**src/rtl/nib_alu_pkg.sv**
```systemverilog
package nib_alu_pkg;
  localparam int OP_W = 3;
  typedef enum logic [OP_W-1:0] {
    OP_PASS = 3'b000,
    OP_ADD  = 3'b001,
    OP_SUB  = 3'b010,
    OP_DIV  = 3'b011,
    OP_REM  = 3'b100,
    OP_SHL  = 3'b101,
    OP_SHR  = 3'b110,
    OP_GT   = 3'b111
  } alu_op_e;
endpackage

```
**src/rtl/nib_alu_arith.sv**
```systemverilog
module nib_alu_arith #(
  parameter int DW = 4,
  parameter int RW = DW + 1
) (
  input  logic [DW-1:0] a,
  input  logic [DW-1:0] b,
  output logic [RW-1:0] sum,
  output logic [RW-1:0] diff,
  output logic [RW-1:0] quo,
  output logic [RW-1:0] rem,
  output logic          b_zero
);
  logic [RW-1:0] ax, bx;
  always_comb begin
    ax     = RW'(a);
    bx     = RW'(b);
    b_zero = (b == '0);
    sum    = ax + bx;
    diff   = ax - bx;
    if (b_zero) begin
      quo = '1;
      rem = ax;
    end else begin
      quo = RW'(a / b);
      rem = RW'(a % b);
    end
  end
endmodule

```
**src/rtl/nib_alu_logic.sv**
```systemverilog
module nib_alu_logic #(
  parameter int DW = 4,
  parameter int RW = DW + 1
) (
  input  logic [DW-1:0] a,
  input  logic [DW-1:0] b,
  output logic [RW-1:0] shl,
  output logic [RW-1:0] shr,
  output logic [RW-1:0] gt
);
  always_comb begin
    shl = RW'(a) << 1;
    shr = RW'(a >> 1);
    gt  = '0;
    gt[0] = (a > b);
  end
endmodule

```
**src/rtl/nib_alu.sv**
```systemverilog
module nib_alu
  import nib_alu_pkg::*;
#(
  parameter int DW = 4,
  localparam int RW = DW + 1
) (
  input  logic            clk,
  input  logic            rst,
  input  logic            in_vld,
  input  logic [DW-1:0]   opa,
  input  logic [DW-1:0]   opb,
  input  logic [OP_W-1:0] op,
  output logic [RW-1:0]   res,
  output logic            res_vld
);
  logic [RW-1:0] sum, diff, quo, rem, shl, shr, gt, nxt;
  logic          b_zero;

  nib_alu_arith #(.DW(DW), .RW(RW)) u_arith (
    .a(opa), .b(opb), .sum(sum), .diff(diff), .quo(quo), .rem(rem), .b_zero(b_zero)
  );

  nib_alu_logic #(.DW(DW), .RW(RW)) u_logic (
    .a(opa), .b(opb), .shl(shl), .shr(shr), .gt(gt)
  );

  always_comb begin
    unique case (alu_op_e'(op))
      OP_PASS: nxt = RW'(opa);
      OP_ADD:  nxt = sum;
      OP_SUB:  nxt = diff;
      OP_DIV:  nxt = quo;
      OP_REM:  nxt = rem;
      OP_SHL:  nxt = shl;
      OP_SHR:  nxt = shr;
      OP_GT:   nxt = gt;
      default: nxt = '0;
    endcase
  end

  always_ff @(posedge clk) begin
    if (rst) begin
      res     <= '0;
      res_vld <= 1'b0;
    end else begin
      res_vld <= in_vld;
      if (in_vld) res <= nxt;
    end
  end
endmodule

```
**config.mk**
```make
export PLATFORM = sky130hd
export DESIGN_NAME = nib_alu
export DESIGN_NICKNAME = d
export VERILOG_FILES = /design/src/rtl/nib_alu_pkg.sv /design/src/rtl/nib_alu_arith.sv /design/src/rtl/nib_alu_logic.sv /design/src/rtl/nib_alu.sv
export SDC_FILE = /design/constraint.sdc
export NUM_CORES = 1
export LEC_CHECK = 0
export BUFFER_PORTS_ARGS = -buffer_cell sky130_fd_sc_hd__clkbuf_2
export CORE_MARGIN = 2
export CORE_UTILIZATION = 53
export CTS_BUF_LIST = sky130_fd_sc_hd__clkbuf_4 sky130_fd_sc_hd__clkbuf_8 sky130_fd_sc_hd__clkbuf_16
export DETAILED_ROUTE_END_ITERATION = 16
export GPL_TIMING_DRIVEN = 0
export PLACE_DENSITY_LB_ADDON = 0.12
export SYNTH_ARGS = -nofsm -noshare
export SYNTH_HDL_FRONTEND = slang
export SYNTH_SLANG_ARGS = --single-unit
```
**constraint.sdc**
```tcl
create_clock -name clk -period 5.1 [get_ports clk]
set_clock_uncertainty 0.15 [all_clocks]
set_input_delay 0.255 -clock clk [delete_from_list [all_inputs] [get_ports clk]]
set_output_delay 0.255 -clock clk [all_outputs]
set_load 0.02 [all_outputs]
```
==> results.md <==
* H-tree depth at 1
* Crit-path slowest cell: mux2_2
* Seq/Total Area, Yosys at approximately 8.1%
* IO Pins at 20
* Fin crit share at a little over nine tenths
* Clock Tree Root: clkbuf_4
* Most used cell, CP: ha_4
* Gr usage total at between 20% and 30%
* Post-synthesis cell count at around 200
* Avg Inst Size Synth at 7.38 um^2
* # port buffers at 19
* Worst-path cell chain: clkbuf_4 > clkinvlp_4 > ha_4 > a21oi_1 > nor3_1 > o32a_1 > ha_4 > o211ai_1 > a21oi_2 > buf_4 > nor2_1 > a21oi_2 > ha_4 > nor2b_1 > o311a_4 > nor2b_4 > mux2_2 > ha_4 > a41o_1 > a21o_2 > a21oi_4 > and2_4 > nand3b_1 > a32o_1
* FMAX at between 200 and 250 MHz
* Vias in the first global route at between 1,500 and 2,000
* Worst path top cell family by delay: compound AO/OA/AOI/OAI gates
* Synth area leaders: ha_1, dfxtp_1, a21oi_1
* Leakage power figure at approximately 0.78 nW
* Global-route wire length before repair at approximately 6700 um
* Antenna-violating nets left at 0
* Proportion of netlist area held by the largest area contributor at approximately 18%
* Setup WS post-layout at 0.175 ns
* Initial antenna violation count at 0
* Pre-CTS setup slack at -0.826 ns
* GPL Wtd Cong at 0.850
* Syn Nets at approximately 240
* Routed via count at 1,628
* Placed cell area at ~0.0016 mm^2
* Hpwl dp at roughly 3100 um
* Worst min path class: in -> reg
* Synth top cells by count: a21oi_1, ha_1, nor2_1
* Area occupied by multi-input gates at about 0.0014 mm^2
* Clock-pin slew on the worst setup and hold paths at ~0.05 ns
* Ys async rst share at 0%
* Number of CTS-inserted buffers at 3
* Status: completed
* Design Area, Final at roughly 0.0018 mm^2
* Fraction of layout cells with a size suffix above 1 at roughly 25%
* Pins Over Slew Limit at 0
* Final Hold Vio Count at 0
* #FFs+latches synth at 6
* Max-Cap Viols at 0
* ANT cells at 0
* Hold-fix buffers, CTS at 0
* Layout fillers at 245
* Post-synthesis cell area at 0.00148 mm^2
* Site Rows at 19
* Worst-path fanout max at 6
* Overflow after GRT at 0
* Crit-path max cell delay at 0.39 ns
* 1st-iter DRT viols at 73
* CP Buf/Inv Count at 3
* WL final at about 4300 um
* Synthesis Warnings at 0
* Main synth FF type: dfxtp_1
* Critical path type: in -> reg
* TritonCTS clock tree: built
* Die width at ~57 um
* Yosys top cell by area: ha_1
* Slew HR at 53.7%
* Post-synth EDFFs at 0
* Nature of the critical path endpoint: register
* Starting Density at a little over half
* Die Height at around 57 um
* Final setup vio count at 0
* Num Clock Sinks at 6
* Data arrival, critical path at slightly below 5 ns
* Placeable Area at approximately 0.0027 mm^2
* PD cells at about 200 mW/mm^2
* Distinct cell type count after synthesis at 59
* Critical Path Start Type: input pin
* Final #Nets at around 270
* Mean number of vias per cell at roughly 6.3
* Die ar. at 0.00324 mm^2
* Worst-skew pair later-pin latency at 0.24 ns
* Area Overhead vs Synth at 22.6%
* Wire per inst at 16.7 um
* Max VDD drop at between 150 and 200 uV
* Post-route DRC at 0
* First drt pass iteration count at 4
* Sequential cell area at between 100 and 150 um^2
* Worst EP required at between 5 and 6 ns
* Tmin final at 4.92 ns
* Worst-Margin Slew at a little under 0.7 ns
* Largest net degree at the start of global routing at 12
* CTS max path bufs at 2
worst reg2reg max path: cells and delay by family, from the launching register on:
family	cells	cell delay [ns]
flops	1	0.32
compound gates	3	0.67
simple gates	1	0.04
cell type report:
class | count | share of cell area, %
Timing Repair Buffer | 23 | 7.02
Clock buffer | 3 | 1.24
Buffer | 9 | 2.68
Multi-Input combinational cell | 170 | 76.8
Sequential cell | 6 | 6.60
Inverter | 16 | 3.51
Tap cell | 31 | 2.13
repair_timing:
| action | in CTS | in global routing |
|---|---|---|
| pin swaps | 2 | 2 |
| gates resized for setup | 14 | 9 |
| setup buffers | 3 | 1 |
| setup endpoints to repair | 5 | 5 |
logic make-up (layout without fill, tap and decap cells):
| family | count (synthesis) | after routing | synth area share [%] |
|---|---|---|---|
| compound gates | 71 | 71 | 32.8 |
| simple gates | 61 | 61 | 21.4 |
| buf+inv | 25 | 51 | 7.34 |
| fa+ha+maj | 24 | 24 | 21.8 |
| xor+xnor | 8 | 8 | 4.72 |
| flops | 6 | 6 | 8.09 |
| mux | 5 | 5 | 3.63 |
| other cells | 1 | 1 | 0.253 |
placed cells by master, fill, tap and decap left out, types with 3 or more instances in the layout:
master / netlist / layout
nor2_1: 18 / 18
fa_1: 3 / 3
ha_4: 0 / 7
xnor2_1: 4 / 4
nand3_1: 9 / 9
clkbuf_2: 0 / 17
clkbuf_1: 5 / 5
inv_1: 16 / 15
o21a_1: 3 / 3
dfxtp_1: 6 / 6
buf_4: 1 / 5
a211oi_1: 5 / 5
o21ai_0: 10 / 9
a21o_1: 3 / 3
nor3_1: 4 / 4
nand2b_1: 3 / 3
a21oi_1: 21 / 17
ha_1: 21 / 14
clkbuf_4: 0 / 4
a21oi_2: 1 / 4
nand3b_1: 3 / 3
nand2_1: 8 / 8
xor2_1: 4 / 4
a31oi_1: 3 / 3
per-layer routing:
layer  GRT usage (%)  routed length (um)  share of wire, %  vias to the layer above
li1                -                   -                 -                      806
met1            31.2                1790                42                      753
met4            8.64                  67               1.6                        0
met3            3.69                 258               6.0                       10
met5               0                   0                 0                        -
met2            46.0                2180                51                       59
report_power, final:
| part | switching (mW) | total (mW) | internal (mW) |
|---|---|---|---|
| registers | 0.00209 | 0.0539 | 0.0518 |
| logic | 0.143 | 0.262 | 0.119 |
| clock network | 0.0171 | 0.0437 | 0.0266 |
path summary, 6_finish.rpt:
check        startpoint  cells past startpoint  slack (ns)     end
max reg2reg      res[1]                      4        3.84  res[1]
min                 rst                      2        0.09  res[4]
min reg2reg      res[2]                      1        0.31  res[2]
max              opb[1]                     24        0.18  res[2]
registers in the layout, indices dropped and copies added (netlist names):
name     count
res          5
res_vld      1
through the flow:
step | util, % | TNS (ns) | hold slack [ns] | std cells | total power, mW
after global routing | 67.1 | -0.0135 | 0.0857 | 258 | 0.392
after global placement | 59.7 | -2.35 | 0.305 | 251 | 0.262
final | 67.1 | 0 | 0.0875 | 258 | 0.360
after CTS | 64.1 | 0 | 0.0827 | 257 | 0.339
after detailed placement | 59.7 | -3.57 | 0.308 | 251 | 0.272
after floorplan | - | 0 | 0.174 | 201 | 0.220
Note: power is estimated with default switching activity, not from simulation.
